--- src/rtl/throttle_pkg.sv ---
// Package: shared constants for the L1A rate throttle.
// Assumes: none; only defaults live here, every module takes parameters.
package throttle_pkg;
    localparam int DEF_LEVEL_W  = 5;
    localparam int DEF_SET_LVL  = 30;
    localparam int DEF_CLR_LVL  = 15;
    localparam int DEF_ENG_W    = 32;
    localparam int DEF_TICK_DIV = 400;

    typedef enum logic [1:0] {
        LV_HOLD = 2'd0,
        LV_UP   = 2'd1,
        LV_DOWN = 2'd2
    } lvl_step_e;
endpackage

--- src/rtl/thr_tick_gen.sv ---
// Module: leak tick prescaler.
// Produces a one-cycle pulse on every DIV-th clock edge after reset.
// Assumes: DIV >= 1; free-running, unaffected by the throttle enable.
module thr_tick_gen #(
    parameter int DIV = 400
) (
    input  logic clk,
    input  logic rst_n,
    output logic tick_o
);
    localparam int CW = (DIV > 1) ? $clog2(DIV) : 1;
    localparam logic [CW-1:0] LAST = CW'(DIV - 1);

    logic [CW-1:0] pcnt_q;

    // Decode the terminal count as the tick.
    always_comb begin
        tick_o = (pcnt_q == LAST);
    end

    // Advance the prescaler, wrapping at the terminal count.
    always_ff @(posedge clk) begin
        if (!rst_n) begin
            pcnt_q <= '0;
        end else if (tick_o) begin
            pcnt_q <= '0;
        end else begin
            pcnt_q <= pcnt_q + CW'(1);
        end
    end
endmodule

--- src/rtl/thr_leaky_level.sv ---
// Module: saturating leaky-bucket level.
// L1A adds one, tick removes one, both together cancel; clamps at 0 and max.
// Assumes: clear_i held high empties the bucket and masks both inputs.
module thr_leaky_level #(
    parameter int W = 5
) (
    input  logic         clk,
    input  logic         rst_n,
    input  logic         clear_i,
    input  logic         up_i,
    input  logic         down_i,
    output logic [W-1:0] level_o
);
    import throttle_pkg::*;

    localparam logic [W-1:0] TOP = '1;

    lvl_step_e     step;
    logic [W-1:0]  level_q;

    // Pick the step direction, suppressing it at either end of the range.
    always_comb begin
        step = LV_HOLD;
        if (up_i && !down_i && level_q != TOP) begin
            step = LV_UP;
        end else if (down_i && !up_i && level_q != '0) begin
            step = LV_DOWN;
        end
    end

    // Update the level register.
    always_ff @(posedge clk) begin
        if (!rst_n || clear_i) begin
            level_q <= '0;
        end else begin
            case (step)
                LV_UP:   level_q <= level_q + W'(1);
                LV_DOWN: level_q <= level_q - W'(1);
                default: level_q <= level_q;
            endcase
        end
    end

    assign level_o = level_q;
endmodule

--- src/rtl/thr_hysteresis.sv ---
// Module: busy flag with set/clear thresholds and an engage counter.
// Busy sets when level >= SET, clears when level <= CLR, holds between.
// Assumes: SET > CLR; the engage counter wraps and is cleared only by reset.
module thr_hysteresis #(
    parameter int W     = 5,
    parameter int SET   = 30,
    parameter int CLR   = 15,
    parameter int ENG_W = 32
) (
    input  logic             clk,
    input  logic             rst_n,
    input  logic             enable_i,
    input  logic [W-1:0]     level_i,
    output logic             busy_o,
    output logic [ENG_W-1:0] engage_o
);
    localparam logic [W-1:0] SET_V = W'(SET);
    localparam logic [W-1:0] CLR_V = W'(CLR);

    logic             busy_q;
    logic [ENG_W-1:0] engage_q;
    logic             engage_now;

    // An engagement is an idle-to-busy transition while enabled.
    always_comb begin
        engage_now = enable_i && !busy_q && (level_i >= SET_V);
    end

    // Track the busy state with hysteresis.
    always_ff @(posedge clk) begin
        if (!rst_n || !enable_i) begin
            busy_q <= 1'b0;
        end else if (level_i >= SET_V) begin
            busy_q <= 1'b1;
        end else if (level_i <= CLR_V) begin
            busy_q <= 1'b0;
        end
    end

    // Count engagements.
    always_ff @(posedge clk) begin
        if (!rst_n) begin
            engage_q <= '0;
        end else if (engage_now) begin
            engage_q <= engage_q + ENG_W'(1);
        end
    end

    assign busy_o   = busy_q;
    assign engage_o = engage_q;
endmodule

--- src/rtl/trig_rate_throttle.sv ---
// Module: L1A rate throttle top.
// Connects the prescaler, the leaky level and the hysteresis stage.
// Assumes: l1a_i is a one-cycle pulse per accepted trigger, synchronous to clk.
module trig_rate_throttle #(
    parameter int TICK_DIV = throttle_pkg::DEF_TICK_DIV,
    parameter int LEVEL_W  = throttle_pkg::DEF_LEVEL_W,
    parameter int SET_LVL  = throttle_pkg::DEF_SET_LVL,
    parameter int CLR_LVL  = throttle_pkg::DEF_CLR_LVL,
    parameter int ENG_W    = throttle_pkg::DEF_ENG_W
) (
    input  logic             clk,
    input  logic             rst_n,
    input  logic             l1a_i,
    input  logic             enable_i,
    output logic             busy_o,
    output logic [ENG_W-1:0] engage_count_o
);
    logic               leak_tick;
    logic [LEVEL_W-1:0] level_q;

    thr_tick_gen #(.DIV(TICK_DIV)) u_tick (
        .clk    (clk),
        .rst_n  (rst_n),
        .tick_o (leak_tick)
    );

    thr_leaky_level #(.W(LEVEL_W)) u_level (
        .clk     (clk),
        .rst_n   (rst_n),
        .clear_i (!enable_i),
        .up_i    (l1a_i),
        .down_i  (leak_tick),
        .level_o (level_q)
    );

    thr_hysteresis #(
        .W     (LEVEL_W),
        .SET   (SET_LVL),
        .CLR   (CLR_LVL),
        .ENG_W (ENG_W)
    ) u_hyst (
        .clk      (clk),
        .rst_n    (rst_n),
        .enable_i (enable_i),
        .level_i  (level_q),
        .busy_o   (busy_o),
        .engage_o (engage_count_o)
    );
endmodule

--- config.mk ---
export PLATFORM = sky130hd
export DESIGN_NAME = trig_rate_throttle
export DESIGN_NICKNAME = d
export VERILOG_FILES = /design/src/rtl/throttle_pkg.sv /design/src/rtl/thr_tick_gen.sv /design/src/rtl/thr_leaky_level.sv /design/src/rtl/thr_hysteresis.sv /design/src/rtl/trig_rate_throttle.sv
export SDC_FILE = /design/constraint.sdc
export NUM_CORES = 1
export LEC_CHECK = 0
export ABC_AREA = 0
export BUFFER_PORTS_ARGS = -buffer_cell sky130_fd_sc_hd__buf_2
export CAP_MARGIN = 20
export CORE_MARGIN = 2
export CORE_UTILIZATION = 60
export DETAILED_ROUTE_END_ITERATION = 16
export PLACE_DENSITY = 0.93
export SKIP_LAST_GASP = 1
export SYNTH_ARGS = -nofsm -noshare
export SYNTH_HDL_FRONTEND = slang
export SYNTH_SLANG_ARGS = --single-unit
--- constraint.sdc ---
create_clock -name clk -period 4.9 [get_ports clk]
set_input_delay 0.735 -clock clk [delete_from_list [all_inputs] [get_ports clk]]
set_output_delay 0.735 -clock clk [all_outputs]
set_load 0.03 [all_outputs]
# --- Word level (Yosys, flattened, before mapping) ---
# Index checks and enable logic that the tools add are counted.
totals:
  ff_bits: 47
  input_bits: 4
  out_inout_bits: 33
  word_cells: 36
classes:
  addsub: 4
  n_lt_le_gt_ge: 2
  n_eq_ne: 4
  n_mux: 5
  n_bitwise: 1
  n_reduce_logical: 16
ops:
  columns: ["cell", "n"]
  rows:
  - ["$add 32x1->32 const B", 1]
  - ["$pmux 5 s2", 1]
  - ["$add 9x1->9 const B", 1]
  - ["$eq 9x9->1 const B", 1]
  - ["$logic_and 1x1->1", 6]
  - ["$add 5x1->5 const B", 1]
  - ["$ge 5x5->1 const B", 1]
  - ["$le 5x4->1 const B", 1]
  - ["$logic_not 1->1", 5]
  - ["$ne 5x5->1 const B", 1]
  - ["$reduce_bool 5->1", 1]
  - ["$sub 5x1->5 const B", 1]
  - ["$mux 2", 2]
  - ["$reduce_bool 2->1", 2]
  - ["$eq 2x1->1 const B", 1]
  - ["$eq 2x2->1 const B", 1]
  - ["$mux 1", 2]
  - ["$reduce_or 2->1", 1]
  - ["$logic_or 1x1->1", 1]
  - ["$not 1->1", 1]

# --- Longest topological paths before layout ---
# Gate-level depths: netlist (run 1).
logic_depth:
  word_depth: 7
  ltp_mapped: 12
  depth_no_buf: 11

# --- Hierarchy ---
# From an unflattened synthesis (run 1), not the netlist that was laid out.
hier_totals:
  cells_unflattened: 268
  area_unflattened_um2: 2373.5
modules_own_cells:
  columns: ["module", "instances", "cells_each", "area_per_inst_um2", "seq_area_each_um2"]
  rows:
  - ["thr_hysteresis", 1, 174, 1565.3, 660.6]
  - ["thr_leaky_level", 1, 48, 410.4, 100.1]
  - ["thr_tick_gen", 1, 45, 394.1, 180.2]
  - ["trig_rate_throttle", 1, 1, 3.8, 0.0]

# --- Worst setup path before layout (run 1) ---
# Ideal clock, no wire load.
synth_path:
  kind: "reg2reg"
  startpoint: "reg u_tick.pcnt_q[0]"
  endpoint: "reg u_level.level_q[4] (netlist: u_level.level_o[4])"
  setup_time_ns: 0.072
  t_arrival_ns: 2.540
  t_required_ns: 4.828
  setup_slack_ns: 2.289
  stages_incl_launch_ff: 12
  n_path_buf: 1
  period_less_slack_ns: 2.611
  cell_sequence: "dfxtp_1 ha_1 nand3_1 or3_1 clkbuf_1 or2_2 fa_1 nand2b_1 a21oi_1 nand2_1 o21ai_0 mux2i_1"
synth_between:
  elab_chain_cells: 7
  elab_cells_between_ends: 12
  cone_classes: "eq/ne (3); mux (3); reduce/logical (6)"
synth_lines:
  columns: ["element", "line", "rtl"]
  rows:
  - ["from (decl)", "thr_tick_gen.sv:14", "logic [CW-1:0] pcnt_q;"]
  - ["from (signal assigned)", "thr_tick_gen.sv:28", "pcnt_q <= pcnt_q + CW'(1);"]
  - ["$eq 9x9->1 *", "thr_tick_gen.sv:18", "tick_o = (pcnt_q == LAST);"]
  - ["$logic_and 1x1->1 / $logic_not 1->1 (equally long branches)", "thr_leaky_level.sv:26, thr_leaky_level.sv:24", null]
  - ["$logic_and 1x1->1, on equally long branches", "thr_leaky_level.sv:26, thr_leaky_level.sv:24", null]
  - ["$mux 2 / $logic_and 1x1->1 (equally long branches)", "thr_leaky_level.sv:26, thr_leaky_level.sv:24", null]
  - ["$mux 2 *", "thr_leaky_level.sv:24", "if (up_i && !down_i && level_q != TOP) begin"]
  - ["$eq 2x2->1 / $eq 2x1->1 (equally long branches)", "thr_leaky_level.sv:36", "case (step)"]
  - ["$pmux 5 s2 / $reduce_bool 2->1 (equally long branches)", null, null]
  - ["to (signal assigned)", "thr_leaky_level.sv:37", "LV_UP: level_q <= level_q + W'(1);"]
  - ["to (signal assigned)", "thr_leaky_level.sv:38", "LV_DOWN: level_q <= level_q - W'(1);"]
  - ["to (signal assigned)", "thr_leaky_level.sv:39", "default: level_q <= level_q;"]
  - ["to (decl)", "thr_leaky_level.sv:19", "logic [W-1:0] level_q;"]
# Mark *: on every way between the ends. The rest lies on a longest branch, timed or not.
# A chain may end at the register's enable or synchronous reset.

# --- Worst setup path in the final report (run 1) ---
# Ends and elaborated chain as after synthesis.

==> metrics, run 1 <==
Clock Tree Buf Depth=2; Sink Count=47; Final Cycle Share=56.8%; synthesized flop and latch total=47; CTS buffer count=5; TritonCTS clock tree=yes; Post-Synthesis Cells=261; Reg2Reg Launch Point=u_tick.pcnt_q[0]; post-route insts no fill=345; ANT nets after route=0; Port Buffers=36; Max FO, Critical Path=6; fraction of registers with async set/reset=0%; Cell variety after synth=37; CP required=5.14 ns; io pins=37; setup TNS=0 ns; status=finished clean; worst vdd ir=212 µV; DR pass1 iterations=4; Chip Width=66.0 µm; Reg-to-Reg End=u_level.level_o[4]; share of the synthesized area in the top cell type=40.7%; Nets=307; Slew HR=37.5%; Skew-Pair Late Insertion Delay=0.30 ns; total number of vias=1,997; Final min period=2.78 ns; Placed Cells=338; clk_skew=0.00602 ns; register area share after synthesis=40.7%; max_cap viols=0; Area Growth Syn to Fin=12.5%; Die Y=66.0 µm; DRC=0; leakage power total=1.09 nW; crit path DAT=3.02 ns; Syn Nets=271; Hold Buf Count CTS=0; Root Buffer=clkbuf_8; worst min path class=register to register; DIE AREA=4360 µm²; Setup crit end=u_level.level_o[4]; crit end category=register; antenna violations before repair=0; Vias per Instance=5.79; routability cong.=0.852; H-tree depth=2; pin count of the biggest net entering global routing=30; all-layer global routing usage=24.3%; CP Launch Type=register; post-CTS setup buffer count=0; Yosys top cell by area=dfxtp_1; Iteration-0 DRC Markers=150; most common cell after layout, fill and taps aside=dfxtp_1; first-pass GRT wire length=8250 µm; Yosys warning total=0; total power=643 µW; layout cells sized above 1=18.5%; final setup vio count=0; syn_area_per_cell=8.85 µm²; Crit. Startpoint=u_tick.pcnt_q[0]; clk slew on worst S/H paths=0.08 ns; R2R setup slack=2.12 ns; drt wl/cell=13.8 µm; RSZ-0062 raised after global routing=no; fin. max-slew vios=0; core area=3690 µm²; vias in the first global route=1,917; final hold viol count=0; Post-synth EDFFs=0; fmax=0.359 GHz; worst r2r path cells=11; grt total ovfl=0; ant diodes=0; CTS resizes=0; Initial Util=62.6%; Worst Tran Pin Value=0.936 ns; Setup CP Type=register to register; Power Density=248 nW/µm²; WL final=4770 µm; dpl hpwl=3440 µm; Top FF cell, synth=dfxtp_1; Core Rows=22; commonest non-fill, non-tap cells in the layout=dfxtp_1, nor2_1, buf_2; main area contributors after synthesis=dfxtp_1, nor2_1, xor2_1, xnor2_1, nand2_1; Hold Slack=0.466 ns; mapped cell area=2310 µm²
[flip-flops by register name (all words and copies together) (netlist names)]
| register | count |
|---|---|
| u_hyst.busy_o | 1 |
| u_tick.pcnt_q | 9 |
| u_level.level_o | 5 |
| u_hyst.engage_o | 32 |
[stage by stage]
step | instance area, µm² | setup WS (ns) | utilization (%)
floorplan | 2310 | 2.29 | -
global placement | 2510 | 2.24 | 68.0
detailed placement | 2510 | 2.16 | 68.0
CTS | 2600 | 2.11 | 70.4
global route | 2600 | 1.87 | 70.4
finish | 2600 | 2.12 | 70.4
[cell type report]
cell class	count	area [µm²]
Multi-Input combinational cell	202	1310
Timing Repair Buffer	36	180
Clock inverter	1	5.00
Inverter	5	18.8
Clock buffer	6	82.6
Sequential cell	47	941
Tap cell	48	60.1
Fill cell	305	1090
[worst max-delay path: stages (launching register included)]
cell and delay (ns):
dfxtp_1 0.37, ha_1 0.21, nand3_1 0.14, or3_1 0.49, or2_2 0.35, inv_1 0.12, ha_1 0.27, nor2_1 0.13
a21oi_1 0.06, or3_1 0.30, o21ai_0 0.10, mux2i_1 0.19
[how the worst min path moves through the flow]
stage	cells past startpoint	start	end	slack, ns
floorplan	1	u_tick.pcnt_q[0]	u_tick.pcnt_q[0]	0.42
global placement	1	u_tick.pcnt_q[0]	u_tick.pcnt_q[0]	0.43
detailed placement	1	u_tick.pcnt_q[0]	u_tick.pcnt_q[0]	0.46
CTS	1	u_tick.pcnt_q[0]	u_tick.pcnt_q[0]	0.47
global route	1	u_tick.pcnt_q[0]	u_tick.pcnt_q[0]	0.49
finish	1	u_tick.pcnt_q[0]	u_tick.pcnt_q[0]	0.47
[cells by family (layout without fill, tap and decap cells)]
| kind of cell | count (synthesis) | after routing | share of synthesized area, % |
|---|---|---|---|
| AND/OR/NAND/NOR | 131 | 131 | 31.8 |
| multiplexers | 8 | 8 | 4.01 |
| buffers and inverters | 12 | 48 | 2.55 |
| XOR/XNOR | 27 | 27 | 10.2 |
| flip-flops | 47 | 47 | 40.7 |
| AO/OA/AOI/OAI | 30 | 30 | 7.10 |
| adder cells (fa/ha/maj) | 6 | 6 | 3.58 |
[Yosys cell counts (all sizes together), types with 2 or more instances]
library cell and instances:
dfxtp 47, nor2 38, nand2 24, nand3 17, xor2 15, a21oi 13, xnor2 12, nand4 11
o21ai 11, or3 11, mux2i 8, and3 6, clkbuf 6, nand2b 6, ha 5, inv 5
nor3 5, and4 4, a21o 2, and2 2, nor4 2, o31ai 2, or2 2, or4 2
[where the power goes]
group | total (mW) | internal [mW] | switching, mW
registers | 0.387 | 0.384 | 0.00288
clock network | 0.235 | 0.111 | 0.124
logic | 0.0206 | 0.00680 | 0.0139
total | 0.643 | 0.502 | 0.141
[per-layer routing]
| metal | wire length, µm | track usage, % | vias to the layer above |
|---|---|---|---|
| met2 | 2410 | 41.8 | 35 |
| li1 | - | - | 981 |
| met3 | 203 | 6.64 | 8 |
| met5 | 0 | 0 | - |
| met4 | 71 | 7.91 | 0 |
| met1 | 2080 | 29.4 | 973 |
Power figures use the tool's default switching activity.
==> run 2, diff against run 1 <==
--- a/config.mk
+++ b/config.mk
@@ -9,9 +9,9 @@
 export BUFFER_PORTS_ARGS = -buffer_cell sky130_fd_sc_hd__buf_2
 export CAP_MARGIN = 20
 export CORE_MARGIN = 2
-export CORE_UTILIZATION = 60
+export CORE_UTILIZATION = 56
 export DETAILED_ROUTE_END_ITERATION = 16
-export PLACE_DENSITY = 0.93
+export PLACE_DENSITY = 0.88
 export SKIP_LAST_GASP = 1
 export SYNTH_ARGS = -nofsm -noshare
 export SYNTH_HDL_FRONTEND = slang
==> constraint.sdc (replaced) <==
create_clock -name clk -period 2.7 [get_ports clk]
set_input_delay 0.405 -clock clk [delete_from_list [all_inputs] [get_ports clk]]
set_output_delay 0.405 -clock clk [all_outputs]
set_load 0.03 [all_outputs]
==> metrics, run 2 (same netlist as run 1, synthesis figures left out) <==
status=finished clean; crit path DAT=2.79 ns; Die Y=68.2 µm; RSZ-0062 raised after global routing=no; DIE AREA=4650 µm²; ANT nets after route=0; Initial Util=58.2%; vias in the first global route=1,645; clk slew on worst S/H paths=0.08 ns; Slew HR=40.0%; grt total ovfl=0; layout cells sized above 1=21.2%; CP required=2.93 ns; Iteration-0 DRC Markers=148; post-route insts no fill=352; worst slack at placement=0.105 ns; max reg flops=32; Sink Count=47; Worst Tran Pin Value=0.899 ns; crit end category=register; Area Growth Syn to Fin=15.0%; Setup CP Type=register to register; Worst path slowest cell=fa_1; Skew-Pair Late Insertion Delay=0.30 ns; register area=942 µm²; Clock Tree Buf Depth=2; CP Launch Type=register; Final Cycle Share=94.6%; io pins=37; delay-heaviest family, CP=simple AND/OR/NAND/NOR gates; final setup vio count=0; multi-input logic area=1320 µm²; Nets=311; setup TNS=0 ns; DR pass1 iterations=4; CTS buffer count=5; Placed Cells=344; clk_skew=0.00537 ns; worst r2r path cells=10; critical-path cell list=ha_2 -> nand3_2 -> or3_1 -> or2_2 -> fa_1 -> nand2b_1 -> a21oi_2 -> nand2_1 -> o21ai_0 -> mux2i_1; Setup crit end=u_level.level_o[4]; total number of vias=1,956; core area=3970 µm²; Crit. Startpoint=u_tick.pcnt_q[0]; leakage power total=1.11 nW; final hold viol count=0; Reg-to-Reg End=u_level.level_o[4]; Port Buffers=36; Max FO, Critical Path=3; routability cong.=0.817; most common cell after layout, fill and taps aside=dfxtp_1; H-tree depth=2; all-layer global routing usage=21.0%; antenna violations before repair=0; Largest stage delay, worst path=0.39 ns; Vias per Instance=5.56; met2 wire length=2110 µm; Final WS setup=0.145 ns; Hold Buf Count CTS=0; total power=1.21 mW; dpl hpwl=3270 µm; post-CTS setup buffer count=0; Core Rows=23; Reg2Reg Launch Point=u_tick.pcnt_q[0]; worst vdd ir=316 µV; fin. max-slew vios=0; Power Density=456 nW/µm²; Hold Slack=0.412 ns; fill cell count=303; ant diodes=0; first-pass GRT wire length=7360 µm; Root Buffer=clkbuf_8; DRC=0; max_cap viols=0; commonest non-fill, non-tap cells in the layout=dfxtp_1, nor2_1, buf_2; fmax=0.391 GHz; WP buf/inv=0; pin count of the biggest net entering global routing=30; WL final=4620 µm; met1 WL=2260 µm; Chip Width=68.2 µm; R2R setup slack=0.15 ns; Final min period=2.55 ns; drt wl/cell=13.1 µm; cell count along the critical path=10; top sig layer=met4; worst min path class=primary input to register; TritonCTS clock tree=yes; met3 wire length=195 µm
-- run 2: cell types whose count changed in the layout (fill, tap and decap cells not counted), sizes merged --
| cell | before | now |
|---|---|---|
| buf | 36 | 40 |
| clkbuf | 6 | 8 |
| clkinv | 1 | 0 |
-- run 2: layout make-up --
cell class                      instances  area share (%)
Timing Repair Buffer                   40            7.92
Sequential cell                        47            35.5
Tap cell                               50            2.36
Inverter                                5           0.707
Clock buffer                            8            3.77
Multi-Input combinational cell        202            49.8
-- run 2: worst reg2reg max path: stages (launching register included) --
cell      delay [ns]
dfxtp_2         0.34
ha_2            0.19
nand3_2         0.11
or3_1           0.38
or2_2           0.32
fa_1            0.39
nand2b_1        0.17
a21oi_2         0.15
nand2_1         0.06
o21ai_0         0.19
mux2i_1         0.20
-- run 2: repair_timing --
action                     in CTS  in global routing
gates resized for setup         0                  5
setup endpoints to repair       0                  1
hold endpoints to repair        0                  0
-- run 2: metal layers --
metal  GRT usage, %  vias up
met5              0        -
met4           8.00        0
met3           5.43        8
met2           33.3       40
met1           27.4      914
li1               -      994
-- run 2: stage by stage --
stage	util, %	area [µm²]
floorplan	-	2310
global placement	64.0	2540
detailed placement	64.0	2540
CTS	66.5	2640
global route	66.9	2660
finish	66.9	2660
-- run 2: worst min-delay path by stage --
stage	end	start	slack, ns	cells after the start
final	u_hyst.busy_o	enable_i	0.41	3
after global routing	u_hyst.busy_o	enable_i	0.43	3
after CTS	u_hyst.busy_o	enable_i	0.40	3
after detailed placement	u_tick.pcnt_q[0]	u_tick.pcnt_q[0]	0.44	1
after global placement	u_tick.pcnt_q[0]	u_tick.pcnt_q[0]	0.43	1
after floorplan	u_tick.pcnt_q[0]	u_tick.pcnt_q[0]	0.42	1
-- run 2: report_power, final --
part	switching, mW	internal, mW	total (mW)
Clock	0.236	0.234	0.470
Combinational	0.0259	0.0136	0.0395
Sequential	0.00389	0.698	0.702
Total	0.265	0.945	1.21
